--- config.mk ---
export PLATFORM = sky130hd
export DESIGN_NAME = spi_div_master
export DESIGN_NICKNAME = d
export VERILOG_FILES = /design/src/rtl/spi_div_pkg.sv /design/src/rtl/spi_div_phase_calc.sv /design/src/rtl/spi_div_shifter.sv /design/src/rtl/spi_div_ctrl.sv /design/src/rtl/spi_div_master.sv
export SDC_FILE = /design/constraint.sdc
export NUM_CORES = 1
export LEC_CHECK = 0
export BUFFER_PORTS_ARGS = -buffer_cell sky130_fd_sc_hd__buf_2
export CORE_MARGIN = 2
export CORE_UTILIZATION = 60
export CTS_BUF_LIST = sky130_fd_sc_hd__clkbuf_8
export DETAILED_ROUTE_END_ITERATION = 8
export PLACE_DENSITY = 0.8
export SYNTH_ARGS = -nofsm -noshare
export SYNTH_HDL_FRONTEND = slang
export SYNTH_HIERARCHICAL = 1
export SYNTH_SLANG_ARGS = --single-unit
--- constraint.sdc ---
create_clock -name clk_i -period 3.5 [get_ports clk_i]
set_clock_uncertainty 0.1 [all_clocks]
set_input_delay 0.525 -clock clk_i [delete_from_list [all_inputs] [get_ports clk_i]]
set_output_delay 0.525 -clock clk_i [all_outputs]
set_load 0.1 [all_outputs]
--- src/rtl/spi_div_pkg.sv ---
package spi_div_pkg;

  typedef enum logic [2:0] {
    PH_IDLE,
    PH_LEAD_H,
    PH_LEAD_L,
    PH_HIGH,
    PH_LOW,
    PH_TAIL
  } phase_e;

endpackage

--- src/rtl/spi_div_phase_calc.sv ---
module spi_div_phase_calc #(
  parameter int DIV_W = 8,
  localparam int CW = DIV_W + 1
) (
  input  logic [DIV_W-1:0] div_i,
  output logic [CW-1:0]    lo_w_o,
  output logic [CW-1:0]    hi_w_o
);

  logic [CW-1:0] d;
  logic          sym;

  assign d   = CW'(div_i);
  assign sym = (div_i == '0) || div_i[0];

  // even nonzero divide: high phase gets the extra reference cycle pair
  always_comb begin
    if (sym) begin
      lo_w_o = d + CW'(1);
      hi_w_o = d + CW'(1);
    end else begin
      lo_w_o = d;
      hi_w_o = d + CW'(2);
    end
  end

endmodule

--- src/rtl/spi_div_shifter.sv ---
module spi_div_shifter #(
  parameter int MAX_LEN = 32,
  localparam int LEN_W = $clog2(MAX_LEN + 1)
) (
  input  logic               clk_i,
  input  logic               rst_ni,
  input  logic               load_i,
  input  logic [MAX_LEN-1:0] tx_i,
  input  logic [LEN_W-1:0]   len_i,
  input  logic               shift_i,
  input  logic               sample_i,
  input  logic               sdi_i,
  output logic               sdo_o,
  output logic [MAX_LEN-1:0] rx_o
);

  logic [MAX_LEN-1:0] tx_sh;
  logic [MAX_LEN-1:0] rx_sh;
  int unsigned        align;

  assign align = MAX_LEN - int'(len_i);

  always_ff @(posedge clk_i or negedge rst_ni) begin
    if (!rst_ni) begin
      tx_sh <= '0;
      rx_sh <= '0;
    end else begin
      if (load_i) begin
        tx_sh <= tx_i << align;   // MSB of the word to the top
        rx_sh <= '0;
      end else begin
        if (shift_i)  tx_sh <= {tx_sh[MAX_LEN-2:0], 1'b0};
        if (sample_i) rx_sh <= {rx_sh[MAX_LEN-2:0], sdi_i};
      end
    end
  end

  assign sdo_o = tx_sh[MAX_LEN-1];
  assign rx_o  = rx_sh;

  a_r5_no_load_and_sample: assert property (@(posedge clk_i) disable iff (!rst_ni)
    load_i |-> !sample_i && !shift_i);

endmodule

--- src/rtl/spi_div_ctrl.sv ---
module spi_div_ctrl
  import spi_div_pkg::*;
#(
  parameter int DIV_W = 8,
  parameter int MAX_LEN = 32,
  localparam int CW = DIV_W + 1,
  localparam int LEN_W = $clog2(MAX_LEN + 1)
) (
  input  logic             clk_i,
  input  logic             rst_ni,
  input  logic             start_i,
  input  logic [DIV_W-1:0] div_i,
  input  logic [LEN_W-1:0] len_i,
  output logic             load_o,
  output logic             shift_o,
  output logic             sample_o,
  output logic             sclk_o,
  output logic             cs_no,
  output logic             oe_o,
  output logic             done_o
);

  phase_e           st;
  logic [CW-1:0]    cnt;
  logic [CW-1:0]    lo_q, hi_q;
  logic [CW-1:0]    lo_w, hi_w;
  logic [LEN_W-1:0] bits_left;
  logic             cnt_zero;
  logic             sclk_q, cs_n_q, oe_q, done_q;

  spi_div_phase_calc #(.DIV_W(DIV_W)) u_calc (
    .div_i  (div_i),
    .lo_w_o (lo_w),
    .hi_w_o (hi_w)
  );

  assign cnt_zero = (cnt == '0);
  assign load_o   = (st == PH_IDLE) && start_i;
  assign sample_o = ((st == PH_LEAD_L) || (st == PH_LOW)) && cnt_zero;
  assign shift_o  = (st == PH_HIGH) && cnt_zero && (bits_left != '0);

  always_ff @(posedge clk_i or negedge rst_ni) begin
    if (!rst_ni) begin
      st        <= PH_IDLE;
      cnt       <= '0;
      lo_q      <= '0;
      hi_q      <= '0;
      bits_left <= '0;
      sclk_q    <= 1'b0;
      cs_n_q    <= 1'b1;
      oe_q      <= 1'b0;
      done_q    <= 1'b0;
    end else begin
      done_q <= 1'b0;
      if (!cnt_zero) cnt <= cnt - CW'(1);
      unique case (st)
        PH_IDLE: begin
          if (start_i) begin
            st        <= PH_LEAD_H;
            cs_n_q    <= 1'b0;
            cnt       <= hi_w - CW'(1);
            lo_q      <= lo_w;
            hi_q      <= hi_w;
            bits_left <= len_i - LEN_W'(1);
          end
        end
        PH_LEAD_H: if (cnt_zero) begin
          st   <= PH_LEAD_L;
          oe_q <= 1'b1;
          cnt  <= lo_q - CW'(1);
        end
        PH_LEAD_L, PH_LOW: if (cnt_zero) begin
          st     <= PH_HIGH;
          sclk_q <= 1'b1;
          cnt    <= hi_q - CW'(1);
        end
        PH_HIGH: if (cnt_zero) begin
          sclk_q <= 1'b0;
          cnt    <= lo_q - CW'(1);
          if (bits_left != '0) begin
            st        <= PH_LOW;
            bits_left <= bits_left - LEN_W'(1);
          end else begin
            st   <= PH_TAIL;
            oe_q <= 1'b0;
          end
        end
        PH_TAIL: if (cnt_zero) begin
          st     <= PH_IDLE;
          cs_n_q <= 1'b1;
          done_q <= 1'b1;
        end
        default: st <= PH_IDLE;
      endcase
    end
  end

  assign sclk_o = sclk_q;
  assign cs_no  = cs_n_q;
  assign oe_o   = oe_q;
  assign done_o = done_q;

  // independent run-length of the high phase
  logic [CW:0] hi_run;
  always_ff @(posedge clk_i or negedge rst_ni) begin
    if (!rst_ni)     hi_run <= '0;
    else if (sclk_q) hi_run <= hi_run + (CW+1)'(1);
    else             hi_run <= '0;
  end

  a_r1_high_width: assert property (@(posedge clk_i) disable iff (!rst_ni)
    $fell(sclk_q) |-> hi_run == {1'b0, hi_q});

  a_r2_sclk_in_frame: assert property (@(posedge clk_i) disable iff (!rst_ni)
    sclk_q |-> !cs_n_q);

  a_r4_oe_in_frame: assert property (@(posedge clk_i) disable iff (!rst_ni)
    oe_q |-> !cs_n_q);

  a_r8_done_pulse: assert property (@(posedge clk_i) disable iff (!rst_ni)
    done_q |=> !done_q);

  a_r8_done_at_cs_rise: assert property (@(posedge clk_i) disable iff (!rst_ni)
    done_q |-> cs_n_q && $past(!cs_n_q));

  a_r7_oe_off_before_cs: assert property (@(posedge clk_i) disable iff (!rst_ni)
    $rose(cs_n_q) |-> !oe_q && !sclk_q);

endmodule

--- src/rtl/spi_div_master.sv ---
module spi_div_master #(
  parameter int DIV_W = 8,
  parameter int MIN_LEN = 8,
  parameter int MAX_LEN = 32,
  localparam int LEN_W = $clog2(MAX_LEN + 1)
) (
  input  logic               clk_i,
  input  logic               rst_ni,
  input  logic [DIV_W-1:0]   div_i,
  input  logic [LEN_W-1:0]   len_i,
  input  logic               start_i,
  input  logic [MAX_LEN-1:0] tx_data_i,
  output logic [MAX_LEN-1:0] rx_data_o,
  output logic               done_o,
  output logic               sclk_o,
  output logic               cs_no,
  output logic               mosi_o,
  output logic               mosi_oe_o,
  input  logic               miso_i
);

  logic [LEN_W-1:0] len_eff;
  logic             load, shift, sample, sdo;

  always_comb begin
    if (len_i < LEN_W'(MIN_LEN))      len_eff = LEN_W'(MIN_LEN);
    else if (len_i > LEN_W'(MAX_LEN)) len_eff = LEN_W'(MAX_LEN);
    else                              len_eff = len_i;
  end

  spi_div_ctrl #(.DIV_W(DIV_W), .MAX_LEN(MAX_LEN)) u_ctrl (
    .clk_i    (clk_i),
    .rst_ni   (rst_ni),
    .start_i  (start_i),
    .div_i    (div_i),
    .len_i    (len_eff),
    .load_o   (load),
    .shift_o  (shift),
    .sample_o (sample),
    .sclk_o   (sclk_o),
    .cs_no    (cs_no),
    .oe_o     (mosi_oe_o),
    .done_o   (done_o)
  );

  spi_div_shifter #(.MAX_LEN(MAX_LEN)) u_shift (
    .clk_i    (clk_i),
    .rst_ni   (rst_ni),
    .load_i   (load),
    .tx_i     (tx_data_i),
    .len_i    (len_eff),
    .shift_i  (shift),
    .sample_i (sample),
    .sdi_i    (miso_i),
    .sdo_o    (sdo),
    .rx_o     (rx_data_o)
  );

  assign mosi_o = sdo;

  a_r4_mosi_stable_high: assert property (@(posedge clk_i) disable iff (!rst_ni)
    sclk_o && $past(sclk_o) |-> $stable(mosi_o));

  a_r6_len_in_range: assert property (@(posedge clk_i) disable iff (!rst_ni)
    len_eff >= LEN_W'(MIN_LEN) && len_eff <= LEN_W'(MAX_LEN));

endmodule

==> impl_metrics.json, run 1 <==
{
  "hold_buffers": 0,
  "yosysWarnings": 6,
  "yosysMostFrequentCell": "dfrtp_1",
  "num_vias": 7091,
  "power_mw": 6.12,
  "grt_pass1_vias": 6531,
  "avgSynthCellArea_um2": 8.91,
  "rsz0062_at_grt": "no",
  "ys_ff_latch": 104,
  "worstHoldPathType": "input port to asynchronous set/reset pin",
  "whs_ps": 72.1,
  "num_rows": 41,
  "htree_levels": 3,
  "chipWidth_um": 118,
  "cts_resized": 0,
  "synth_edf_count": 0,
  "grt_antenna_before_repair": 0,
  "drc": 0,
  "fin_util_pct": 68.5,
  "multiInputGateArea_mm2": 0.00478,
  "hold_violations": 0,
  "firstDrtPassIters": 5,
  "fin_nets": 1010,
  "synth_ff_type": "dfrtp_1",
  "critPathRequiredTime_ps": 3690,
  "crit_fanout": 34,
  "slew_violations": 0,
  "synthesis.area_mm2": 0.00785,
  "core_area_mm2": 0.0127,
  "crit_slowest_cell": "o311ai_0",
  "start_kind": "input port",
  "die_area_mm2": 0.0140,
  "power.density_mw_per_mm2": 706,
  "regToRegSetupSlack_ps": 730,
  "max_stage_delay_ps": 410,
  "overflow": 0,
  "synth_top_area_cell": "dfrtp_1",
  "wl_per_cell_um": 17.2,
  "num-fill-cells": 1055,
  "vdd_drop_max_mv": 0.241,
  "design_area_mm2": 0.00867,
  "cts_tree": "done",
  "cts_root_buffer": "clkbuf_8",
  "clkTransAtPathRegs_ps": 110,
  "drive_above_1_share_pct": 20.8,
  "r2r-end": "u_shift/tx_sh[20]",
  "via_per_inst": 6.30,
  "timing.fmax_ghz": 0.329,
  "die_h_um": 118,
  "worstMarginPinSlew_ps": 837,
  "worstSetupPathType": "input port to flop",
  "dpl-instance-area_mm2": 0.00847,
  "slew_headroom_pct": 44.2,
  "clk_latency_ps": 390,
  "period_share_pct": 87.0,
  "finalSetupViolations": 0,
  "worst-r2r-cell-count": 7,
  "clockBufferDepth": 2,
  "cts_setup_buffers": 0,
  "cap_violations": 0,
  "io_buffer_count": 86,
  "grt_max_degree": 105,
  "insertedDiodeCount": 0,
  "grt_use_total_pct": 28.1,
  "worstPathCellList": "buf_2 -> nor2_1 -> nor3b_1 -> inv_1 -> ha_2 -> buf_12 -> mux2i_1 -> mux2_2 -> o311ai_0 -> buf_4 -> nor2b_1 -> o22ai_1 -> o21ai_0",
  "netlist_instances": 881,
  "outcome": "finished, final reports clean",
  "grt_pass1_wl_um": 32500,
  "power.leakage_nw": 3.77,
  "yosys-top-cells-area": "dfrtp_1, mux2i_1, nand2_1, nor2_1, mux4_2",
  "floorplan.initialDensity_pct": 61.9,
  "drt-total-wl_um": 19400,
  "synth_cell_type_count": 77,
  "syn_to_final_growth_pct": 10.6,
  "yosysTopAreaCellShare_pct": 32.8,
  "synth_commonest_cells": "dfrtp_1, nand2_1, nor2_1",
  "gp_congestion": 0.905,
  "end_kind": "flop",
  "ioPinCount": 87,
  "synth_nets": 942,
  "hpwl_um": 14000,
  "finalSetupTns_ps": 0,
  "ant_nets": 0,
  "numCtsBuffers": 9,
  "synthArstFlopShare_pct": 100,
  "fin_crit_ps": 3040,
  "layout.area.seq_mm2": 0.00260,
  "cts.sinks": 104,
  "r2r-start": "u_ctrl/st[0]",
  "synth-seq-area-share_pct": 33.2,
  "critPathArrivalTime_ps": 3230,
  "drt_iter0_markers": 890
}
==> cell type report <==
cell class | instances | area share (%)
Sequential cell | 104 | 30.0
Inverter | 37 | 1.60
Clock inverter | 7 | 0.981
Clock buffer | 9 | 1.43
Timing Repair Buffer | 120 | 8.37
Multi-Input combinational cell | 677 | 55.1
Tap cell | 172 | 2.48
==> where the power goes <==
group	switching (mW)	leakage, nW	internal (mW)
Clock	0.488	0.100	0.285
Combinational	2.15	2.36	1.08
Sequential	0.444	1.32	1.68
==> routing by layer <==
layer / share of wire [%] / vias to the layer above / wire, um / track usage (%)
met2: 46 / 349 / 8890 / 44.1
met5: 0 / - / 0 / 0
met3: 8.1 / 42 / 1570 / 4.83
met1: 44 / 3376 / 8590 / 40.3
met4: 1.8 / 0 / 354 / 7.23
li1: - / 3324 / - / -
==> per-stage QoR <==
step	instances	setup slack, ps
2_1_floorplan	881	52.3
3_3_place_gp	1110	129
3_5_place_dp	1110	81.2
4_1_cts	1126	476
5_1_grt	1126	224
6_report	1126	456
==> kinds of logic (layout without fill, tap and decap cells) <==
kind of cell    Yosys count  after routing  synth area share, %
fa+ha+maj                11             11                 1.75
compound gates          196            196                 16.6
flops                   104            104                 33.2
xor+xnor                 38             38                 4.43
buf+inv                 100            173                 6.28
simple gates            315            315                 20.1
mux                     117            117                 17.7
==> worst max-delay path, delay by kind of cell <==
| kind | cells | cell delay [ps] |
|---|---|---|
| and+or+nand+nor | 3 | 580 |
| adders and majority gates | 1 | 360 |
| muxes | 2 | 520 |
| buffers and inverters | 4 | 610 |
| AOI/OAI and AO/OA | 3 | 610 |
==> how the worst max path moves through the flow <==
stage	startpoint	endpoint	slack [ps]	cells after the start
after floorplan	len_i[4]	u_shift/tx_sh[22]	50	13
after global placement	len_i[4]	u_shift/tx_sh[27]	130	13
after detailed placement	len_i[4]	u_shift/tx_sh[27]	80	13
after CTS	len_i[4]	u_shift/tx_sh[27]	480	13
after global routing	len_i[4]	u_shift/tx_sh[27]	220	13
final	len_i[4]	u_shift/tx_sh[27]	460	13
==> placed cells by master (no fill, tap or decap), drive strengths merged, types with 4 or more instances in the layout <==
| cell type | Yosys | final |
|---|---|---|
| nand2 | 95 | 95 |
| clkinv | 1 | 4 |
| o221ai | 6 | 6 |
| nand3 | 10 | 10 |
| o211ai | 7 | 7 |
| nand2b | 7 | 7 |
| buf | 36 | 120 |
| nor2 | 92 | 92 |
| clkbuf | 27 | 9 |
| nor2b | 21 | 21 |
| or3 | 9 | 9 |
| xor2 | 9 | 9 |
| dfrtp | 103 | 103 |
| mux2i | 84 | 84 |
| nor3 | 27 | 27 |
| o22ai | 32 | 32 |
| nor4 | 9 | 9 |
| a211oi | 13 | 13 |
| o21ai | 42 | 42 |
| nor3b | 9 | 9 |
| a31oi | 8 | 8 |
| ha | 11 | 11 |
| o21a | 11 | 11 |
| a22o | 4 | 4 |
| nand4 | 8 | 8 |
| mux4 | 15 | 15 |
| or4 | 7 | 7 |
| o31ai | 8 | 8 |
| or2 | 5 | 5 |
| mux2 | 18 | 18 |
| xnor2 | 29 | 29 |
| o22a | 10 | 10 |
| inv | 36 | 39 |
| a21oi | 37 | 37 |
==> flip-flops by register name (all words and copies together), names as in the netlist <==
| register | flops |
|---|---|
| u_shift/tx_sh | 32 |
| u_shift/rx_o | 32 |
| u_ctrl/st | 3 |
| u_ctrl/cnt | 9 |
| u_ctrl/done_o | 1 |
| u_ctrl/oe_o | 1 |
| u_ctrl/sclk_o | 1 |
| u_ctrl/bits_left | 6 |
| u_ctrl/cs_no | 1 |
| u_ctrl/lo_q | 9 |
| u_ctrl/hi_q | 9 |
Note: power is estimated with default switching activity, not from simulation.
==> inputs of run 2 (changes only) <==
--- a/config.mk
+++ b/config.mk
@@ -5,13 +5,12 @@
 export SDC_FILE = /design/constraint.sdc
 export NUM_CORES = 1
 export LEC_CHECK = 0
-export BUFFER_PORTS_ARGS = -buffer_cell sky130_fd_sc_hd__buf_2
 export CORE_MARGIN = 2
 export CORE_UTILIZATION = 60
 export CTS_BUF_LIST = sky130_fd_sc_hd__clkbuf_8
 export DETAILED_ROUTE_END_ITERATION = 8
-export PLACE_DENSITY = 0.8
+export DONT_BUFFER_PORTS = 1
+export PLACE_DENSITY = 0.75
 export SYNTH_ARGS = -nofsm -noshare
 export SYNTH_HDL_FRONTEND = slang
-export SYNTH_HIERARCHICAL = 1
 export SYNTH_SLANG_ARGS = --single-unit
==> run 2 against run 1 <==
Net effect:
- area after synthesis fell by 3.4%
- register-to-register slack worse by 70 ps
- critical path type is now flop to flop
- sequential share of layout area up 2.4 points
- largest power group is now sequential cells
- critical endpoint is now u_shift.tx_sh[24]
==> impl_metrics.json, run 2 <==
{
  "ant_nets": 0,
  "num_rows": 41,
  "cap_violations": 0,
  "htree_levels": 3,
  "grt_use_total_pct": 32.1,
  "avgSynthCellArea_um2": 8.31,
  "floorplan.initialDensity_pct": 60.8,
  "fin_util_pct": 63.9,
  "slew_violations": 0,
  "numCtsBuffers": 9,
  "worstHoldPathType": "input port to flop",
  "num_vias": 7086,
  "fin_crit_ps": 2840,
  "clk_latency_ps": 390,
  "cts.sinks": 103,
  "finalSetupTns_ps": 0,
  "core_area_mm2": 0.0125,
  "critPathRequiredTime_ps": 3730,
  "cp-startpoint": "u_ctrl.st[0]",
  "critPathArrivalTime_ps": 3070,
  "drive_above_1_share_pct": 11.0,
  "synth_ff_type": "dfrtp_1",
  "power.density_mw_per_mm2": 838,
  "hold_violations": 0,
  "overflow": 0,
  "yosysMostFrequentCell": "nand2_1",
  "crit_fanout": 21,
  "netlist_instances": 912,
  "pre_cts_ws_ps": 338,
  "synth_top_area_cell": "dfrtp_1",
  "gp_congestion": 1.04,
  "yosysTopAreaCellShare_pct": 33.7,
  "fin_nets": 946,
  "synth_nets": 972,
  "holdCritStartpoint": "miso_i",
  "synth_edf_count": 0,
  "syn_to_final_growth_pct": 5.02,
  "synthesis.area_mm2": 0.00758,
  "clockBufferDepth": 2,
  "timing.fmax_ghz": 0.352,
  "synthArstFlopShare_pct": 100,
  "setup_slack_ps": 661,
  "rsz0062_at_grt": "no",
  "end_kind": "flop",
  "cts_resized": 0,
  "die_h_um": 116,
  "slew_headroom_pct": 35.9,
  "finalSetupViolations": 0,
  "most-common-layout-cells": "nand2_1, dfrtp_1, o21ai_0",
  "r2r-start": "u_ctrl.st[0]",
  "die_area_mm2": 0.0136,
  "vdd_drop_max_mv": 0.450,
  "start_kind": "flop",
  "via_per_inst": 6.67,
  "power_mw": 6.68,
  "final_common_cell": "nand2_1",
  "power.leakage_nw": 3.37,
  "r2r-end": "u_shift.tx_sh[24]",
  "firstDrtPassIters": 5,
  "chipWidth_um": 116,
  "drt-total-wl_um": 21500,
  "ys_ff_latch": 103,
  "grt_max_degree": 104,
  "synth-seq-area-share_pct": 34.0,
  "yosys-top-cells-area": "dfrtp_1, nand2_1, o21ai_0, mux2i_1, a21oi_1",
  "clkTransAtPathRegs_ps": 110,
  "drc": 0,
  "worstSetupPathType": "flop to flop",
  "cts_root_buffer": "clkbuf_8",
  "cts_tree": "done",
  "outcome": "finished, final reports clean",
  "yosysWarnings": 0,
  "grt_pass1_vias": 6773,
  "wl_per_cell_um": 20.3,
  "grt_antenna_before_repair": 0,
  "fin_cells": 1063,
  "holdPathStages": 2,
  "drt_iter0_markers": 773,
  "period_share_pct": 81.1,
  "regToRegSetupSlack_ps": 660,
  "worstMarginPinSlew_ps": 961,
  "ioPinCount": 87,
  "worst-r2r-cell-count": 5,
  "synth_commonest_cells": "nand2_1, dfrtp_1, o21ai_0",
  "io_buffer_count": 0,
  "hpwl_um": 15700,
  "grt_pass1_wl_um": 34000,
  "insertedDiodeCount": 0,
  "whs_endpoint": "u_shift.rx_o[0]",
  "placed_cells": 1045,
  "synth_cell_type_count": 81,
  "cts_setup_buffers": 0
}
-- run 2: metal layers --
metal | vias up | wire (um) | GRT usage (%)
met5 | - | 0 | 0
met4 | 0 | 1010 | 17.8
met3 | 78 | 1370 | 5.40
met2 | 300 | 10500 | 54.2
met1 | 3449 | 8640 | 39.1
li1 | 3259 | - | -
-- run 2: logic make-up (layout without fill, tap and decap cells) --
group           after synthesis  after routing  synth area share, %
flops                       103            103                 34.0
buf+inv                      83             62                 4.90
fa+ha+maj                    10             10                 1.65
xor+xnor                     39             39                 4.75
simple gates                335            335                 21.1
mux                          63             63                 10.1
compound gates              279            279                 23.5
-- run 2: worst max-delay path, cell delays in order (launching register included) --
cell     delay, ps
dfrtp_1        510
nor3_1         480
and2_2         500
nand2_1        300
o41ai_1        640
o32a_1         240
-- run 2: how the worst max path moves through the flow --
stage	to	slack [ps]	cells past startpoint
after floorplan	u_shift.tx_sh[29]	180	13
final	u_shift.tx_sh[24]	660	5
after global placement	u_shift.tx_sh[29]	380	10
after global routing	u_shift.tx_sh[31]	480	6
after CTS	u_shift.rx_o[25]	700	6
after detailed placement	u_shift.tx_sh[29]	340	10
-- run 2: cell type report --
class / instances / area [um2]
Multi-Input combinational cell: 726 / 4650
Fill cell: 1133 / 4500
Sequential cell: 103 / 2580
Timing Repair Buffer: 28 / 245
Tap cell: 172 / 215
Clock buffer: 9 / 124
Clock inverter: 7 / 81.3
Inverter: 18 / 70.1
-- run 2: through the flow --
step,hold slack [ps],cell area [um2]
3_5_place_dp,132,7720
5_1_grt,187,7960
3_3_place_gp,132,7720
2_1_floorplan,129,7580
4_1_cts,172,7960
6_report,174,7960
-- run 2: repair_timing --
item	4_1_cts	5_1_grt
hold buffers	2	0
setup endpoints to repair	0	0
endpoints found under the hold margin	103	0
-- run 2: report_power, final --
| group | switching (mW) | leakage (nW) | internal, mW |
|---|---|---|---|
| clock network | 0.456 | 0.105 | 0.341 |
| registers | 2.02 | 1.26 | 1.70 |
| logic | 1.22 | 2.01 | 0.943 |
| total | 3.69 | 3.37 | 2.99 |
==> inputs of run 3 (changes only) <==
--- a/config.mk
+++ b/config.mk
@@ -10,7 +10,7 @@
 export CTS_BUF_LIST = sky130_fd_sc_hd__clkbuf_8
 export DETAILED_ROUTE_END_ITERATION = 8
 export DONT_BUFFER_PORTS = 1
-export PLACE_DENSITY = 0.75
+export PLACE_DENSITY = 0.78
 export SYNTH_ARGS = -nofsm -noshare
 export SYNTH_HDL_FRONTEND = slang
 export SYNTH_SLANG_ARGS = --single-unit
==> constraint.sdc (replaced) <==
create_clock -name clk_i -period 2.55 [get_ports clk_i]
set_clock_uncertainty 0.1 [all_clocks]
set_input_delay 0.3825 -clock clk_i [delete_from_list [all_inputs] [get_ports clk_i]]
set_output_delay 0.3825 -clock clk_i [all_outputs]
set_load 0.1 [all_outputs]
==> run 3 against run 2 <==
Net effect:
- the run now ends with hold timing left
- cell count is 7.9% higher
- clock power grew 23%
- power up 43%
- first-iteration DRC count is 1.0% higher
- fmax grew 16%
- non-clock buffer count increased by 84
- cell area is 11% higher
- die area stayed put
- register-to-register slack lost 550 ps
- routed wire length grew 4.9%
- clock-buffer cell count increased by 1
- sequential share of layout area shrank 3.2 points
==> impl_metrics.json, run 3 (same netlist as run 2, synthesis figures left out) <==
{
  "cts_root_buffer": "clkbuf_8",
  "power.density_mw_per_mm2": 1080,
  "cts.sinks": 103,
  "period_share_pct": 95.8,
  "most-common-layout-cells": "nand2_1, buf_4, dfrtp_1",
  "worstMarginPinSlew_ps": 947,
  "worst_path_dominant_cell_family": "simple AND/OR/NAND/NOR gates",
  "syn_to_final_growth_pct": 16.4,
  "drt_iter0_markers": 781,
  "gp_congestion": 1.03,
  "io_buffer_count": 0,
  "whs_ps": -420,
  "final_common_cell": "nand2_1",
  "grt_pass1_wl_um": 35600,
  "grt_antenna_before_repair": 0,
  "drt-total-wl_um": 22600,
  "htree_levels": 3,
  "rsz0062_at_grt": "no",
  "clk_latency_ps": 390,
  "crit_top_cell": "or4_4",
  "overflow": 0,
  "chipWidth_um": 116,
  "num_vias": 7537,
  "crit_fanout": 6,
  "worstSetupPathType": "flop to flop",
  "max_stage_delay_ps": 560,
  "num-fill-cells": 1008,
  "pre_cts_ws_ps": -236,
  "core_area_mm2": 0.0125,
  "crit_buf_inv": 0,
  "drc": 0,
  "fin_crit_ps": 2440,
  "die_h_um": 116,
  "outcome": "finished, violations left",
  "fin_util_pct": 70.8,
  "grt_max_degree": 104,
  "die_area_mm2": 0.0136,
  "grt_pass1_vias": 7033,
  "vdd_drop_max_mv": 0.764,
  "num_rows": 41,
  "slew_headroom_pct": 36.9,
  "end_kind": "flop",
  "insertedDiodeCount": 0,
  "critPathRequiredTime_ps": 2710,
  "crit_slowest_cell": "or4_4",
  "ant_nets": 0,
  "start_kind": "flop",
  "cts_setup_buffers": 0,
  "clkTransAtPathRegs_ps": 110,
  "grt_use_total_pct": 33.6,
  "multiInputGateArea_mm2": 0.00485,
  "setup_slack_ps": 107,
  "placed_cells": 1131,
  "firstDrtPassIters": 5,
  "fin_cells": 1147,
  "slew_violations": 0,
  "numCtsBuffers": 9,
  "layout.area.seq_mm2": 0.00258,
  "worstHoldPathType": "input port to asynchronous set/reset pin",
  "ioPinCount": 87,
  "wl_per_cell_um": 19.7,
  "drive_above_1_share_pct": 21.1,
  "finalSetupViolations": 0,
  "worstPathCellList": "or4_4 -> or4_4 -> nand3_2 -> or3_1 -> xnor2_1 -> o22ai_1 -> o31ai_1",
  "violations": "hold timing",
  "via_per_inst": 6.57,
  "cap_violations": 0,
  "clockBufferDepth": 2,
  "fin_nets": 1030,
  "power.leakage_nw": 3.81,
  "timing.fmax_ghz": 0.409,
  "hpwl_um": 17200,
  "cts_tree": "done",
  "floorplan.initialDensity_pct": 60.8,
  "critPathArrivalTime_ps": 2610,
  "hold_violations": 103
}
[run 3: worst paths after layout]
check                           slack, ps                to     startpoint  cells past startpoint
worst max register to register        110     u_ctrl.cnt[7]  u_ctrl.cnt[4]                      7
max in group asynchronous            2580      u_ctrl.cs_no         rst_ni                      0
worst min-delay path                 -420  u_shift.rx_o[26]         rst_ni                      0
worst min register to register        380     u_ctrl.cnt[0]  u_ctrl.cnt[0]                      1
min in group clk_i                     40   u_shift.rx_o[0]         miso_i                      2
worst max-delay path                  110     u_ctrl.cnt[7]  u_ctrl.cnt[4]                      7
[run 3: timing repair]
action                     in CTS  in global routing
hold endpoints to repair      103                103
resized for setup               1                  4
pin swaps                       0                  3
setup endpoints to repair       1                  6
[run 3: report_power, final]
| group | total [mW] | leakage, nW | internal, mW | switching (mW) |
|---|---|---|---|---|
| clock | 0.982 | 0.0960 | 0.389 | 0.594 |
| sequential | 4.73 | 1.26 | 2.35 | 2.38 |
| combinational | 3.84 | 2.46 | 1.64 | 2.20 |
[run 3: metal layers]
| layer | global-route usage, % | vias to the layer above | wire, um |
|---|---|---|---|
| met4 | 12.3 | 0 | 696 |
| met2 | 55.1 | 412 | 10800 |
| met5 | 0 | - | 0 |
| met1 | 45.9 | 3612 | 9290 |
| met3 | 4.36 | 71 | 1780 |
| li1 | - | 3442 | - |
[run 3: layout make-up]
cell class | instances | area share, %
sequential | 103 | 29.2
multi-input combinational | 726 | 54.9
clock buffer | 10 | 1.56
inverter | 18 | 0.822
timing repair buffer | 112 | 10.5
clock inverter | 6 | 0.510
tap | 172 | 2.44
[run 3: through the flow]
step / TNS (ps) / total power [mW] / area (um2)
floorplan: -5710 / 7.30 / 7820
global route: 0 / 10.1 / 8820
CTS: 0 / 9.51 / 8820
global placement: -1950 / 8.30 / 8630
detailed placement: -3430 / 8.51 / 8630
finish: 0 / 9.56 / 8820
